**config.mk**
```make
export PLATFORM = sky130hd
export DESIGN_NAME = chan_prio_arbiter
export DESIGN_NICKNAME = d
export VERILOG_FILES = /design/src/rtl/chan_prio_arbiter_pkg.sv /design/src/rtl/parr_prio_regs.sv /design/src/rtl/parr_select.sv /design/src/rtl/parr_err_status.sv /design/src/rtl/chan_prio_arbiter.sv
export SDC_FILE = /design/constraint.sdc
export NUM_CORES = 1
export LEC_CHECK = 0
export CAP_MARGIN = 25
export CORE_ASPECT_RATIO = 1.25
export CORE_MARGIN = 2
export CORE_UTILIZATION = 58
export CTS_BUF_LIST = sky130_fd_sc_hd__clkbuf_8
export DETAILED_ROUTE_END_ITERATION = 12
export DONT_BUFFER_PORTS = 1
export PLACE_DENSITY = 0.74
export SETUP_SLACK_MARGIN = 0.2
export SYNTH_ARGS = -nofsm -noshare
export SYNTH_HDL_FRONTEND = slang
export SYNTH_SLANG_ARGS = --single-unit
```
**constraint.sdc**
```tcl
create_clock -name clk -period 42.8 [get_ports clk]
set_input_delay 8.56 -clock clk [delete_from_list [all_inputs] [get_ports clk]]
set_output_delay 8.56 -clock clk [all_outputs]
set_load 0.02 [all_outputs]
```
**src/rtl/chan_prio_arbiter_pkg.sv**
```systemverilog
package chan_prio_arbiter_pkg;

  // Kind of error event presented to the status register in one cycle.
  typedef enum logic [1:0] {
    EV_NONE = 2'b00,
    EV_DESC = 2'b01,
    EV_PRIO = 2'b10,
    EV_BOTH = 2'b11
  } err_evt_e;

  function automatic err_evt_e make_evt(input logic desc, input logic prio);
    return err_evt_e'({prio, desc});
  endfunction

endpackage

```
**src/rtl/parr_prio_regs.sv**
```systemverilog
module parr_prio_regs #(
  parameter int NUM_CH = 16,
  parameter int PRIO_W = 4,
  parameter int CH_W   = 4
) (
  input  logic                     clk,
  input  logic                     rst,
  input  logic                     we,
  input  logic [CH_W-1:0]          addr,
  input  logic [PRIO_W-1:0]        wdata,
  output logic [NUM_CH*PRIO_W-1:0] prio_flat,
  output logic                     dup_o
);

  localparam int NPAIR = NUM_CH * NUM_CH;

  logic [NPAIR-1:0] pair_eq;

  // One register per channel; the reset value is the channel index.
  for (genvar c = 0; c < NUM_CH; c++) begin : g_ch
    always_ff @(posedge clk) begin
      if (rst)
        prio_flat[c*PRIO_W +: PRIO_W] <= PRIO_W'(c);
      else if (we && (addr == CH_W'(c)))
        prio_flat[c*PRIO_W +: PRIO_W] <= wdata;
    end
  end

  // Pairwise equality over the upper triangle only.
  for (genvar i = 0; i < NUM_CH; i++) begin : g_row
    for (genvar j = 0; j < NUM_CH; j++) begin : g_col
      if (j > i) begin : g_cmp
        assign pair_eq[i*NUM_CH + j] =
          (prio_flat[i*PRIO_W +: PRIO_W] == prio_flat[j*PRIO_W +: PRIO_W]);
      end else begin : g_zero
        assign pair_eq[i*NUM_CH + j] = 1'b0;
      end
    end
  end

  assign dup_o = |pair_eq;

endmodule

```
**src/rtl/parr_select.sv**
```systemverilog
module parr_select #(
  parameter int NUM_CH = 16,
  parameter int PRIO_W = 4,
  parameter int CH_W   = 4
) (
  input  logic [NUM_CH-1:0]        req,
  input  logic [NUM_CH*PRIO_W-1:0] prio_flat,
  output logic                     win_vld,
  output logic [CH_W-1:0]          win_ch,
  output logic [NUM_CH-1:0]        win_onehot
);

  logic [PRIO_W-1:0] best_p;

  // Scan from the top index down; ">=" lets a lower index take a tie.
  always_comb begin
    win_vld = 1'b0;
    win_ch  = '0;
    best_p  = '0;
    for (int i = NUM_CH - 1; i >= 0; i--) begin
      if (req[i] && (!win_vld || prio_flat[i*PRIO_W +: PRIO_W] >= best_p)) begin
        win_vld = 1'b1;
        win_ch  = CH_W'(i);
        best_p  = prio_flat[i*PRIO_W +: PRIO_W];
      end
    end
    win_onehot = win_vld ? (NUM_CH'(1) << win_ch) : '0;
  end

endmodule

```
**src/rtl/parr_err_status.sv**
```systemverilog
module parr_err_status
  import chan_prio_arbiter_pkg::*;
#(
  parameter int CH_W = 4
) (
  input  logic            clk,
  input  logic            rst,
  input  err_evt_e        evt,
  input  logic [CH_W-1:0] evt_ch,
  input  logic            clr,
  output logic            vld_o,
  output logic [CH_W-1:0] ch_o
);

  always_ff @(posedge clk) begin
    if (rst) begin
      vld_o <= 1'b0;
      ch_o  <= '0;
    end else begin
      // A new error outranks a clear arriving in the same cycle.
      if (evt != EV_NONE)
        vld_o <= 1'b1;
      else if (clr)
        vld_o <= 1'b0;
      // Only descriptor errors carry a channel number.
      if (evt == EV_DESC || evt == EV_BOTH)
        ch_o <= evt_ch;
    end
  end

endmodule

```
**src/rtl/chan_prio_arbiter.sv**
```systemverilog
module chan_prio_arbiter
  import chan_prio_arbiter_pkg::*;
#(
  parameter int NUM_CH = 16,
  parameter int PRIO_W = 4,
  parameter int CH_W   = (NUM_CH > 1) ? $clog2(NUM_CH) : 1
) (
  input  logic              clk,
  input  logic              rst,
  input  logic [NUM_CH-1:0] req_i,
  input  logic              busy_i,
  input  logic              cfg_we_i,
  input  logic [CH_W-1:0]   cfg_addr_i,
  input  logic [PRIO_W-1:0] cfg_wdata_i,
  input  logic              desc_err_i,
  input  logic              err_clr_i,
  output logic [NUM_CH-1:0] gnt_o,
  output logic              gnt_vld_o,
  output logic [CH_W-1:0]   gnt_ch_o,
  output logic              prio_err_o,
  output logic              err_vld_o,
  output logic [CH_W-1:0]   err_ch_o
);

  logic [NUM_CH*PRIO_W-1:0] prio_flat;
  logic                     dup;
  logic                     win_vld;
  logic [CH_W-1:0]          win_ch;
  logic [NUM_CH-1:0]        win_onehot;
  logic                     cpe_now;
  err_evt_e                 evt;

  parr_prio_regs #(.NUM_CH(NUM_CH), .PRIO_W(PRIO_W), .CH_W(CH_W)) u_regs (
    .clk       (clk),
    .rst       (rst),
    .we        (cfg_we_i),
    .addr      (cfg_addr_i),
    .wdata     (cfg_wdata_i),
    .prio_flat (prio_flat),
    .dup_o     (dup)
  );

  parr_select #(.NUM_CH(NUM_CH), .PRIO_W(PRIO_W), .CH_W(CH_W)) u_sel (
    .req        (req_i),
    .prio_flat  (prio_flat),
    .win_vld    (win_vld),
    .win_ch     (win_ch),
    .win_onehot (win_onehot)
  );

  // Grant register: reloads only while no transfer is running.
  always_ff @(posedge clk) begin
    if (rst) begin
      gnt_o     <= '0;
      gnt_vld_o <= 1'b0;
      gnt_ch_o  <= '0;
    end else if (!busy_i) begin
      gnt_o     <= win_onehot;
      gnt_vld_o <= win_vld;
      gnt_ch_o  <= win_ch;
    end
  end

  assign cpe_now = dup && (|req_i);

  always_ff @(posedge clk) begin
    if (rst) prio_err_o <= 1'b0;
    else     prio_err_o <= cpe_now;
  end

  assign evt = make_evt(desc_err_i && gnt_vld_o, cpe_now);

  parr_err_status #(.CH_W(CH_W)) u_err (
    .clk    (clk),
    .rst    (rst),
    .evt    (evt),
    .evt_ch (gnt_ch_o),
    .clr    (err_clr_i),
    .vld_o  (err_vld_o),
    .ch_o   (err_ch_o)
  );

endmodule

```
After elaboration in Yosys (flattened, before gate mapping)
Cells that the tools add are included.

cells by class
  magnitude comparators = 15
  equality and inequality tests = 137
  shift-type cells = 1
  muxes and demuxes = 50
  reductions and logical operators = 69

operator list
  kind                  number
  $eq 4x4->1            120
  $mux 4                31
  $reduce_or 120->1     1
  $ge 4x4->1            15
  $logic_and 1x1->1     33
  $eq 4x4->1 const B    8
  $mux 1                18
  $eq 4x3->1 const B    4
  $logic_or 1x1->1      16
  $mux 16               1
  $reduce_or 16->1      1
  $shl 1x4->16 const A  1
  $logic_not 1->1       15
  $eq 4x2->1 const B    2
  $eq 4x1->1 const B    1
  $logic_not 4->1       1
  $reduce_bool 2->1     2
  $eq 2x1->1 const B    1
  $eq 2x2->1 const B    1

word-level totals
  register bits after elaboration = 91
  input bits = 30
  output and inout bits = 27
  word-level logic and storage cells = 294

Longest topological paths before layout
Gate-level depths: netlist (run 1).

  word-level depth = 63
  mapped depth = 119
  depth with buffers taken out = 112

By module
From an unflattened synthesis (run 1), not the netlist that was laid out.

unflattened totals
  cell total of the unflattened synthesis = 1557
  area, all modules = 13091.3 µm²

modules (own cells, without submodules)
  module             instances  cells an instance  area each (µm²)  sequential area each (µm²)
  parr_prio_regs     1          1019               8992.4           1281.2
  parr_select        1          443                3060.4           0.0
  chan_prio_arbiter  1          78                 857.1            440.4
  parr_err_status    1          17                 181.4            100.1

Least setup slack after synthesis (run 1)
No wires, ideal clock.

  path type = input -> register
  start point = input port req_i[15]
  end point = register gnt_o[13]
  library setup time = 0.087 ns
  arrival = 28.807 ns
  data required time = 42.713 ns
  slack = 13.906 ns
  cell stages on the path = 112
  path buffers = 7
  cells stage by stage = buf_2 > nand2_1 > ha_1 > nand2_1 > o21ai_1 > a211oi_1 > nor3_1 > inv_1 > ha_1 > nor2b_1 > o21ai_0 > a31oi_1 > clkbuf_1 > nor2_1 > a21oi_1 > ha_1 > nand2b_1 > a31oi_1 > (+76 left out) > ha_1 > nand2b_1 > a21o_1 > a21oi_1 > nor2b_1 > o31ai_1 > and3_1 > a221oi_1 > ha_1 > a21o_1 > a21oi_1 > nor2b_1 > o31a_1 > nor2_1 > and4_4 > buf_6 > nand4b_1 > o31ai_1

between the ends
  longest elaborated chain between the ends = 63
  elaborated cells between the ends (all ways) = 109
  those cells by class = 15 x order compare; 1 x shift; 48 x mux; 45 x reduce/logical

RTL lines
  element                                        line                     text
  start: declaration                             chan_prio_arbiter.sv:10  input logic [NUM_CH-1:0] req_i,
  $mux 4 or $mux 1 (tied branches)               parr_select.sv:21        if (req[i] && (!win_vld || prio_flat[i*PRIO_W +: PRIO_W] >= best_p)) begin
  $ge 4x4->1 or $logic_not 1->1 (tied branches)  parr_select.sv:21
  $logic_or 1x1->1                               parr_select.sv:21
  $logic_and 1x1->1                              parr_select.sv:21
  $mux 4 or $mux 1 (tied branches)               parr_select.sv:21
  $ge 4x4->1 or $logic_not 1->1 (tied branches)  parr_select.sv:21
  $logic_or 1x1->1                               parr_select.sv:21
  $logic_and 1x1->1                              parr_select.sv:21
  (+47 left out)                                 n/a
  $logic_and 1x1->1                              parr_select.sv:21
  $mux 4 or $mux 1 (tied branches)               parr_select.sv:21
  $ge 4x4->1 or $logic_not 1->1 (tied branches)  parr_select.sv:21
  $logic_or 1x1->1                               parr_select.sv:21
  $logic_and 1x1->1                              parr_select.sv:21
  $mux 4                                         parr_select.sv:21
  $shl 1x4->16                                   parr_select.sv:27        win_onehot = win_vld ? (NUM_CH'(1) << win_ch) : '0;
  $mux 16 (*)                                    parr_select.sv:27
  end signal: assignment                         chan_prio_arbiter.sv:58  gnt_o <= win_onehot;
  end: declaration                               chan_prio_arbiter.sv:17  output logic [NUM_CH-1:0] gnt_o,

Every way passes the cells marked *; elsewhere a longest branch is shown, timed or not.
A chain may end at the register's enable or synchronous reset.

Final worst setup path (run 1)
Same ends and word-level chain as after synthesis.

==> summary.md, run 1 <==
| Metric | Value |
|---|---|
| FFs w/ async S/R, synth | 0% |
| Power density cells | 45.1 nW/um^2 |
| Root buf cell | clkbuf_8 |
| DR iter-0 viols | 1259 |
| PortBufs | 0 |
| CTS Buf Count | 9 |
| Syn_nets | 1623 |
| H-tree depth | 3 |
| Max-cap violations | 0 |
| Critical Path RT | 43110 ps |
| Worst min path class | flip-flop to flip-flop |
| Setup TNS | 0 ps |
| Post-synth cell types | 84 |
| Syn Inst Count | 1541 |
| Syn Std Cell Area | 12000 um^2 |
| Worst slack, placed | 10770 ps |
| Period minus WS final | 31550 ps |
| Area growth from synthesis to layout | 2.96% |
| Number of fillers in the final layout | 1832 |
| First-pass GRT wire length | 63300 um |
| Delay-heaviest family, CP | compound AO/OA/AOI/OAI gates |
| Final Hold Fails | 0 |
| Clk pin slew, worst setup/hold paths | 100 ps |
| Number of detailed-route iterations in the first pass | 8 |
| Initial Utilization | 59.4% |
| Slowest cell on crit path | a31oi_1 |
| DR vias/cell | 6.74 |
| Worst Setup Start Kind | primary input |
| Multi-input gate area | 9350 um^2 |
| Final Cell Area | 12300 um^2 |
| Sequential fraction of the synthesis area | 15.2% |
| R2r setup slk | 18690 ps |
| Tot Pwr | 0.557 mW |
| Ant. Diodes | 0 |
| WHS | 556 ps |
| Postcts setup bufs | 0 |
| Final period utilization | 73.7% |
| DRC Markers | 0 |
| CTS hold repair buffers | 0 |
| GPL Wtd Cong | 0.960 |
| Chip width | 133 um |
| CP peak stage delay | 700 ps |
| Layout cells sized above 1 | 8.18% |
| Skew final | 12.3 ps |
| Setup Viol. Count Final | 0 |
| CP bufs+invs | 6 |
| DR WL/cell | 24.0 um |
| Final slew viol count | 0 |
| RSZ-0062 raised after global routing | no |
| Non-Filler Instances | 1724 |
| Synthesized area per cell | 7.78 um^2 |
| Crit path DAT | 31860 ps |
| Number of global-route vias before repair | 11239 |
| Slew @ Worst Pin | 1140 ps |
| Yosys Warn Count | 0 |
| HPWL after DPL | 27200 um |
| Max VDD drop | 0.0498 mV |
| WL final | 41300 um |
| Post-DRT Antenna Nets | 0 |
| Largest net degree at the start of global routing | 79 |
| Post-cts sizing count | 0 |
| Slack of the critical path | 11250 ps |
| CP most frequent cell | ha_1 |
| # clock sinks | 91 |
| EDFF count, synth | 0 |
| Nets | 1532 |
| Crit Path Class | primary input to flip-flop |
| I/O pin cnt | 57 |
| Total grt overflow | 0 |
| Maximum fanout along the worst path | 12 |
| Via Count | 11614 |
| Deepest clock path buffer count | 2 |
| Die area | 21800 um^2 |
| Synth Flop Type | dfxtp_1 |
| Site Rows | 58 |
| Status | finished clean |
| F_max | 0.0317 GHz |
| Post-layout util | 61.2% |
| Worst-skew pair later-pin latency | 390 ps |
| Placed Area | 12100 um^2 |
| Worst setup EP type | flip-flop |
| Core area | 20200 um^2 |
| Storage element area | 1820 um^2 |
| Pleak | 5.08 nW |
| Cells after DPL | 1708 |
| Die height | 165 um |
| Initial antenna violation count | 0 |
| Synthesized flop and latch total | 91 |
| GRT Util Overall | 37.4% |
| Slew HR | 23.9% |
| CTS tree | yes |
==> where the power goes <==
part / internal [mW] / switching, mW
clock network: 0.0286 / 0.0345
logic: 0.166 / 0.225
registers: 0.0916 / 0.0117
==> placed cells by master, fill, tap and decap left out, types with 7 or more instances in the layout <==
master,count
xor2_1,380
nor4_1,122
xnor2_1,100
dfxtp_1,91
nor2_1,82
nand2_1,67
buf_4,59
ha_1,52
inv_1,47
a21oi_1,43
o21ai_0,40
nand4_1,39
a211o_1,36
mux2i_1,32
nor2b_1,30
nand2b_1,21
nand3_1,19
nor3_1,14
a31oi_1,11
and3_1,11
a21o_1,10
mux2_2,10
clkbuf_8,10
and2_1,8
o21a_1,7
a221oi_1,7
==> routing by layer <==
layer / share of wire, % / track usage [%] / up-vias
li1: - / - / 5124
met1: 37 / 44.4 / 5457
met2: 43 / 59.2 / 800
met3: 12 / 9.76 / 233
met4: 7.8 / 26.3 / 0
met5: 0 / 0 / -
==> registers in the layout, indices dropped and copies added (netlist names) <==
signal and flops:
u_regs.prio_flat 64, gnt_ch_o 4, gnt_o 16, gnt_vld_o 1, u_err.vld_o 1, prio_err_o 1
u_err.ch_o 4
==> cell families (layout without fill, tap and decap cells) <==
group	Yosys count	count (layout)	share of synthesized area [%]
AND/OR/NAND/NOR	446	446	20.5
XOR/XNOR	480	480	35.1
flip-flops	91	91	15.2
AO/OA/AOI/OAI	218	218	13.2
multiplexers	43	43	3.74
buffers and inverters	210	123	6.90
adder cells (fa/ha/maj)	53	53	5.51
==> path summary, 6_finish.rpt <==
check / from / cells after the start / end
hold / removal: u_err.ch_o[0] / 2 / u_err.ch_o[0]
setup reg to reg: u_regs.prio_flat[62] / 103 / gnt_o[13]
hold reg to reg: u_err.ch_o[0] / 2 / u_err.ch_o[0]
setup / recovery: req_i[15] / 103 / gnt_o[13]
==> Yosys cell counts, drive strengths merged (8+ instances only) <==
master / n / area, um^2
nor2b: 31 / 196
buf: 30 / 151
a31oi: 12 / 90.1
nand2: 68 / 258
xnor2: 100 / 876
o31ai: 8 / 78.8
ha: 52 / 651
and3: 12 / 76.3
mux2: 11 / 128
nor3: 16 / 90.1
a21oi: 45 / 233
dfxtp: 91 / 1820
nor4: 123 / 785
inv: 47 / 176
mux2i: 32 / 320
a21o: 10 / 75.1
nand2b: 21 / 131
and2: 12 / 85.1
nand4: 39 / 244
o21ai: 42 / 210
clkbuf: 133 / 499
a211o: 36 / 315
xor2: 380 / 3330
nor2: 83 / 314
nand3: 19 / 95.1
==> worst reg2reg max path, delay by kind of cell, from the launching register on <==
kind	cells	cell delay [ps]
AO/OA/AOI/OAI	42	10710
AND/OR/NAND/NOR	33	5340
adder cells (fa/ha/maj)	15	4220
multiplexers	7	2460
buffers and inverters	6	960
flip-flops	1	320
==> final cells by class <==
type | instances | share of cell area, %
Timing Repair Buffer | 61 | 3.75
Clock buffer | 10 | 1.11
Sequential cell | 91 | 14.8
Inverter | 47 | 1.43
Clock inverter | 5 | 0.507
Multi-Input combinational cell | 1240 | 75.7
Tap cell | 270 | 2.74
Power figures use the tool's default switching activity.
==> run 2, diff against run 1 <==
--- a/config.mk
+++ b/config.mk
@@ -5,6 +5,7 @@
 export SDC_FILE = /design/constraint.sdc
 export NUM_CORES = 1
 export LEC_CHECK = 0
+export ABC_AREA = 1
 export CAP_MARGIN = 25
 export CORE_ASPECT_RATIO = 1.25
 export CORE_MARGIN = 2
@@ -12,7 +13,7 @@
 export CTS_BUF_LIST = sky130_fd_sc_hd__clkbuf_8
 export DETAILED_ROUTE_END_ITERATION = 12
 export DONT_BUFFER_PORTS = 1
-export PLACE_DENSITY = 0.74
+export PLACE_DENSITY = 0.76
 export SETUP_SLACK_MARGIN = 0.2
 export SYNTH_ARGS = -nofsm -noshare
 export SYNTH_HDL_FRONTEND = slang
==> constraint.sdc (replaced) <==
create_clock -name clk -period 25.4 [get_ports clk]
set_input_delay 5.08 -clock clk [delete_from_list [all_inputs] [get_ports clk]]
set_output_delay 5.08 -clock clk [all_outputs]
set_load 0.02 [all_outputs]
==> run 2 against run 1 <==
Net effect:
- clock skew grew 5.5 ps
- cell count grew 4.8%
- combinational power shrank 4%
- critical endpoint is now gnt_o[9]
- largest power group unchanged
==> summary.md, run 2 <==
| Metric | Value |
|---|---|
| Status | finished clean (unchanged) |
| Final Hold Fails | 0 (unchanged) |
| Root buf cell | clkbuf_8 (unchanged) |
| F_max | 0.0438 GHz |
| Most frequent cell after synthesis | xor2_1 (unchanged) |
| Ant. Diodes | 0 (unchanged) |
| Busiest layer in global routing | met2 (unchanged) |
| CP most frequent cell | nand2_1 (was ha_1) |
| Combinational Power Share | 55.6% (was 70.1%) |
| Slowest cell on crit path | ha_1 (was a31oi_1) |
| Number of detailed-route iterations in the first pass | 5 (was 8) |
| Final period utilization | 89.8% |
| Cell taking the most area after synthesis | xor2_1 (unchanged) |
| Setup Viol. Count Final | 0 (unchanged) |
| Layout cells sized above 1 | 7.78% (was 8.18%) |
| Worst Setup Start Kind | primary input (unchanged) |
| Slew @ Worst Pin | 1180 ps (was 1140 ps) |
| RSZ-0062 raised after global routing | no (unchanged) |
| Skew final | 17.9 ps (was 12.3 ps) |
| Nets | 1619 (was 1532) |
| Internal | 0.335 mW (was 0.287 mW) |
| Final Cell Area | 11900 um^2 (was 12300 um^2) |
| Slack of the critical path | 2580 ps (was 11250 ps) |
| Area growth from synthesis to layout | 3.76% (was 2.96%) |
| DRC Markers | 0 (unchanged) |
| Seq pwr share | 27.5% (was 18.5%) |
| CTS tree | yes (unchanged) |
| DR WL/cell | 20.2 um (was 24.0 um) |
| FFs w/ async S/R, synth | 0% (unchanged) |
| Synthesized flop and latch total | 91 (unchanged) |
| Syn Inst Count | 1631 (was 1541) |
| Deepest clock path buffer count | 2 (unchanged) |
| Slew HR | 21.2% (was 23.9%) |
| Most common cell after layout, fill and taps aside | xor2_1 (unchanged) |
| Sequential fraction of the synthesis area | 15.8% (was 15.2%) |
| Worst-skew pair later-pin latency | 410 ps (was 390 ps) |
| First-pass GRT wire length | 57500 um (was 63300 um) |
| Pleak | 5.11 nW (was 5.08 nW) |
| Top post-synthesis cells by count | xor2_1, nand2_1, xnor2_1 (was xor2_1, clkbuf_1, nor4_1) |
| Syn_nets | 1713 (was 1623) |
| Clock power frac | 16.9% (was 11.3%) |
| Site Rows | 57 (was 58) |
| Max VDD drop | 0.0609 mV (was 0.0498 mV) |
| Met1 GRT Util | 38.9% (was 44.4%) |
| Core area | 19500 um^2 (was 20200 um^2) |
| Most frequent cells in the layout | xor2_1, nand2_1, xnor2_1 (was xor2_1, nor4_1, xnor2_1) |
| Placed Area | 11500 um^2 (was 12100 um^2) |
| Period minus WS final | 22820 ps |
| Synth Flop Type | dfxtp_1 (unchanged) |
| I/O pin cnt | 57 (unchanged) |
| Crit Path Class | primary input to flip-flop (unchanged) |
| DR vias/cell | 6.10 (was 6.74) |
| Syn Std Cell Area | 11500 um^2 (was 12000 um^2) |
| H-tree depth | 3 (unchanged) |
| Die area | 21000 um^2 (was 21800 um^2) |
| CTS Buf Count | 9 (unchanged) |
| Initial antenna violation count | 0 (unchanged) |
| Via Count | 11022 (was 11614) |
| CTS hold repair buffers | 0 (unchanged) |
| EDFF count, synth | 0 (unchanged) |
| Clk pin slew, worst setup/hold paths | 110 ps (was 100 ps) |
| Post-synth cell types | 45 (was 84) |
| Routing usage on met2 | 58.1% (was 59.2%) |
| Top cell type's share of synthesized area | 20.6% (was 27.8%) |
| Initial Utilization | 59.1% (was 59.4%) |
| Chip width | 130 um (was 133 um) |
| Switching pwr | 0.338 mW (was 0.271 mW) |
| Max-cap violations | 0 (unchanged) |
| Synthesized area per cell | 7.05 um^2 (was 7.78 um^2) |
| Power density cells | 56.4 nW/um^2 (was 45.1 nW/um^2) |
| Max reg flops | 64 (unchanged) |
| Met3 usage | 8.94% (was 9.76%) |
| Worst min path class | flip-flop to flip-flop (unchanged) |
| # clock sinks | 91 (unchanged) |
| Worst slack, placed | 2210 ps (was 10770 ps) |
| Critical Path RT | 25740 ps (was 43110 ps) |
| Final slew viol count | 0 (unchanged) |
| Number of global-route vias before repair | 10730 (was 11239) |
| Total grt overflow | 0 (unchanged) |
| CP peak stage delay | 360 ps (was 700 ps) |
| Setup TNS | 0 ps (unchanged) |
| Die height | 161 um (was 165 um) |
| DR iter-0 viols | 1139 (was 1259) |
| HPWL after DPL | 24600 um (was 27200 um) |
| Worst setup EP type | flip-flop (unchanged) |
| GRT Util Overall | 35.2% (was 37.4%) |
| Yosys Warn Count | 0 (unchanged) |
| GPL Wtd Cong | 0.909 (was 0.960) |
| Maximum fanout along the worst path | 14 (was 12) |
| Post-DRT Antenna Nets | 0 (unchanged) |
| Synth area leaders | xor2_1, dfxtp_1, xnor2_1 (unchanged) |
| Switching Fraction | 50.2% (was 48.6%) |
| WL final | 36500 um (was 41300 um) |
| Largest net degree at the start of global routing | 72 (was 79) |
| Top reg by flops | u_regs.prio_flat (unchanged) |
| Largest regs | u_regs.prio_flat (64), gnt_o (16) (unchanged) |
| Crit path DAT | 23160 ps (was 31860 ps) |
| PortBufs | 0 (unchanged) |
==> run 2: changes by cell type after synthesis, sizes merged, moves of 24 or more <==
cell,previous run,this run
nor2b,31,0
xor2,380,270
o21ai,42,108
a211o,36,0
mux2i,32,0
nand3,19,63
nor4,123,45
nand4,39,64
xnor2,100,196
inv,47,115
nand2,68,235
o41ai,1,25
==> run 2: final timing paths <==
kind	start	to	slack [ps]	depth (start not counted)
worst max-delay path	req_i[15]	gnt_o[9]	2580	137
worst min-delay path	u_regs.prio_flat[56]	u_regs.prio_flat[56]	540	2
worst max register to register	u_regs.prio_flat[62]	gnt_o[9]	6020	137
worst min register to register	u_regs.prio_flat[56]	u_regs.prio_flat[56]	540	2
==> run 2: what timing repair did <==
action	CTS	global route
setup buffers	0	1
resized for setup	0	2
endpoints found under the setup margin	0	16
==> run 2: metal layers <==
metal  part of all wire [%]  vias up
met5                      0        -
met4                    7.7        0
met3                    9.8      172
met2                     46      608
met1                     36     5103
li1                       -     5139
==> run 2: final cells by class <==
type / instances / area, um^2
inverters: 118 / 443
flip-flops and latches: 91 / 1820
repair buffers: 43 / 470
well taps: 265 / 332
fillers: 1738 / 7530
clock buffers: 9 / 124
clock inverters: 7 / 82.6
multi-input cells: 1274 / 8660
==> run 2: power by group through the flow <==
| stage | Combinational, mW | Sequential, mW | Clock [mW] |
|---|---|---|---|
| 2_1_floorplan | 0.295 | 0.177 | 0 |
| 3_3_place_gp | 0.348 | 0.189 | 0 |
| 3_5_place_dp | 0.360 | 0.189 | 0 |
| 4_1_cts | 0.363 | 0.185 | 0.112 |
| 5_1_grt | 0.429 | 0.188 | 0.119 |
| 6_report | 0.374 | 0.185 | 0.114 |
==> run 2: critical path, delay by kind of cell <==
kind / cells / cell delay (ps)
compound gates: 43 / 6780
fa+ha+maj: 15 / 4380
buf+inv: 11 / 640
simple gates: 68 / 6230
==> run 2: metrics by stage <==
stage | util [%] | hold WS, ps | instances | power (mW)
after detailed placement | 59.2 | 544 | 1783 | 0.548
after CTS | 60.3 | 559 | 1799 | 0.660
final | 61.3 | 543 | 1807 | 0.673
after global routing | 61.3 | 573 | 1807 | 0.735
after global placement | 59.1 | 530 | 1782 | 0.537
after floorplan | - | 545 | 1631 | 0.472
==> run 2: cells by family (layout without fill, tap and decap cells) <==
group / Yosys count / count (layout) / synth area share (%)
AOI/OAI and AO/OA: 219 / 219 / 11.2
adders and majority gates: 52 / 52 / 5.66
xor gates and xnor gates: 466 / 466 / 35.5
DFF: 91 / 91 / 15.8
buffers and inverters: 266 / 177 / 8.92
and+or+nand+nor: 537 / 537 / 22.9
==> run 3, diff against run 2 <==
--- a/config.mk
+++ b/config.mk
@@ -9,11 +9,11 @@
 export CAP_MARGIN = 25
 export CORE_ASPECT_RATIO = 1.25
 export CORE_MARGIN = 2
-export CORE_UTILIZATION = 58
+export CORE_UTILIZATION = 30
 export CTS_BUF_LIST = sky130_fd_sc_hd__clkbuf_8
 export DETAILED_ROUTE_END_ITERATION = 12
 export DONT_BUFFER_PORTS = 1
-export PLACE_DENSITY = 0.76
+export GPL_TIMING_DRIVEN = 0
 export SETUP_SLACK_MARGIN = 0.2
 export SYNTH_ARGS = -nofsm -noshare
 export SYNTH_HDL_FRONTEND = slang
==> run 3 against run 2 <==
Net effect:
- clock skew up 3.7 ps
- cell area up 4.3%
- combinational power up 7.0%
- sequential power down 4%
- maximum frequency down 0.84%
- critical path type unchanged
- setup slack worse by 190 ps
- sequential cell count unchanged
==> summary.md, run 3 (synthesis results as in run 2) <==
| Metric | Value |
|---|---|
| Chip width | 179 um (was 130 um) |
| Crit Path Class | primary input to flip-flop (unchanged) |
| First-pass GRT wire length | 70400 um (was 57500 um) |
| DR iter-0 viols | 1041 (was 1139) |
| Slowest cell on crit path | ha_1 (unchanged) |
| Pleak | 5.11 nW (about the same) |
| Final Cell Area | 12400 um^2 (was 11900 um^2) |
| F_max | 0.0435 GHz (was 0.0438 GHz) |
| I/O pin cnt | 57 (unchanged) |
| Most common cell after layout, fill and taps aside | xor2_1 (unchanged) |
| Number of fillers in the final layout | 4183 (was 1738) |
| Setup TNS | 0 ps (unchanged) |
| CP most frequent cell | nand2_1 (unchanged) |
| DRC Markers | 0 (unchanged) |
| Worst min path class | flip-flop to flip-flop (unchanged) |
| Worst-skew pair later-pin latency | 430 ps (was 410 ps) |
| Clk pin slew, worst setup/hold paths | 110 ps (about the same) |
| Final period utilization | 90.6% (was 89.8%) |
| Setup Viol. Count Final | 0 (unchanged) |
| Most frequent cells in the layout | xor2_1, nand2_1, xnor2_1 (unchanged) |
| Die area | 39900 um^2 (was 21000 um^2) |
| Initial antenna violation count | 0 (unchanged) |
| Placed Area | 12100 um^2 (was 11500 um^2) |
| Worst Setup Start Kind | primary input (unchanged) |
| GRT Util Overall | 23.7% (was 35.2%) |
| DR vias/cell | 5.37 (was 6.10) |
| Largest regs | u_regs.prio_flat (64), gnt_o (16) (unchanged) |
| Skew final | 21.5 ps (was 17.9 ps) |
| Area growth from synthesis to layout | 8.23% (was 3.76%) |
| Post-layout util | 32.7% (was 61.3%) |
| CTS tree | yes (unchanged) |
| Crit path DAT | 23370 ps (was 23160 ps) |
| Slew HR | 22.7% (was 21.2%) |
| Ant. Diodes | 0 (unchanged) |
| Post-DRT Antenna Nets | 0 (unchanged) |
| Status | finished clean (unchanged) |
| WL final | 47200 um (was 36500 um) |
| PortBufs | 0 (unchanged) |
| Layout cells sized above 1 | 6.16% (was 7.78%) |
| H-tree depth | 3 (unchanged) |
| Root buf cell | clkbuf_8 (unchanged) |
| Die height | 223 um (was 161 um) |
| HPWL after DPL | 35500 um (was 24600 um) |
| Site Rows | 80 (was 57) |
| # clock sinks | 91 (unchanged) |
| Storage element area | 1820 um^2 (unchanged) |
| Worst setup EP type | flip-flop (unchanged) |
| Max-cap violations | 0 (unchanged) |
| Deepest clock path buffer count | 2 (unchanged) |
| Multi-input gate area | 8700 um^2 (was 8660 um^2) |
| Max reg flops | 64 (unchanged) |
| Critical Path RT | 25760 ps (was 25740 ps) |
| Power density cells | 54.9 nW/um^2 (was 56.4 nW/um^2) |
| Total grt overflow | 0 (unchanged) |
| Period minus WS final | 23010 ps (was 22820 ps) |
| DR WL/cell | 22.0 um (was 20.2 um) |
| CP peak stage delay | 380 ps (was 360 ps) |
| Worst slack, placed | 1300 ps (was 2210 ps) |
| Nets | 1734 (was 1619) |
| GPL Wtd Cong | 0.986 (was 0.909) |
| CTS Buf Count | 9 (unchanged) |
| Number of detailed-route iterations in the first pass | 5 (unchanged) |
| Slack of the critical path | 2390 ps (was 2580 ps) |
| Core area | 38000 um^2 (was 19500 um^2) |
| Largest net degree at the start of global routing | 20 (was 72) |
| Final Hold Fails | 0 (unchanged) |
| Initial Utilization | 30.2% (was 59.1%) |
| Top reg by flops | u_regs.prio_flat (unchanged) |
| Maximum fanout along the worst path | 10 (was 14) |
| Via Count | 11541 (was 11022) |
| Final slew viol count | 0 (unchanged) |
| RSZ-0062 raised after global routing | no (unchanged) |
| Slew @ Worst Pin | 1160 ps (was 1180 ps) |
| Max VDD drop | 0.0349 mV (was 0.0609 mV) |
| Number of global-route vias before repair | 11180 (was 10730) |
run 3: changes by cell type in the layout (fill, tap and decap cells not counted), moves of 4 or more:
cell      before  now
buf_16         7    0
buf_6          0    5
o21ai_2        0    4
clkbuf_1       0  123
o21ai_0       97   91
buf_1          0   18
buf_4         35    7
run 3: final timing paths:
| check | startpoint | endpoint | slack [ps] | depth (start not counted) |
|---|---|---|---|---|
| setup / recovery | req_i[15] | gnt_o[12] | 2390 | 142 |
| hold / removal | gnt_o[10] | gnt_o[10] | 580 | 2 |
| setup reg to reg | u_regs.prio_flat[63] | gnt_o[12] | 5470 | 143 |
| hold reg to reg | gnt_o[10] | gnt_o[10] | 580 | 2 |
run 3: layer usage:
layer | routed length (um) | global-route usage [%] | vias up
met1 | 18500 | 28.5 | 5459
li1 | - | - | 5391
met3 | 3380 | 3.82 | 179
met4 | 3200 | 15.1 | 0
met2 | 22100 | 38.8 | 512
met5 | 0 | 0 | -
run 3: timing repair:
action / in CTS / in global routing
buffers inserted: 0 / 6
hold buffers: 0 / 0
setup endpoints to repair: 0 / 23
gates resized for setup: 0 / 23
run 3: metrics by stage:
step / power [mW] / hold WS (ps) / instances
2_1_floorplan: 0.472 / 545 / 1631
3_3_place_gp: 0.557 / 564 / 2123
3_5_place_dp: 0.566 / 562 / 2124
4_1_cts: 0.671 / 580 / 2140
5_1_grt: 0.745 / 591 / 2149
6_report: 0.683 / 578 / 2149
run 3: worst max-delay path, delay by kind of cell:
kind                       cells  cell delay (ps)
AOI/OAI and AO/OA             43             6380
adders and majority gates     15             4310
buffers and inverters         16             1480
and+or+nand+nor               68             6040
run 3: area by class of cell:
type                       instances  area share, %
buffer                           148           4.78
sequential                        91           14.6
tap                              492           4.94
clock inverter                     7          0.613
inverter                         118           3.56
timing repair buffer               9          0.623
multi-input combinational       1275           69.8
clock buffer                       9          0.995
run 3: power breakdown:
group | switching (mW) | internal (mW)
clock | 0.0662 | 0.0390
combinational | 0.259 | 0.141
sequential | 0.0224 | 0.155
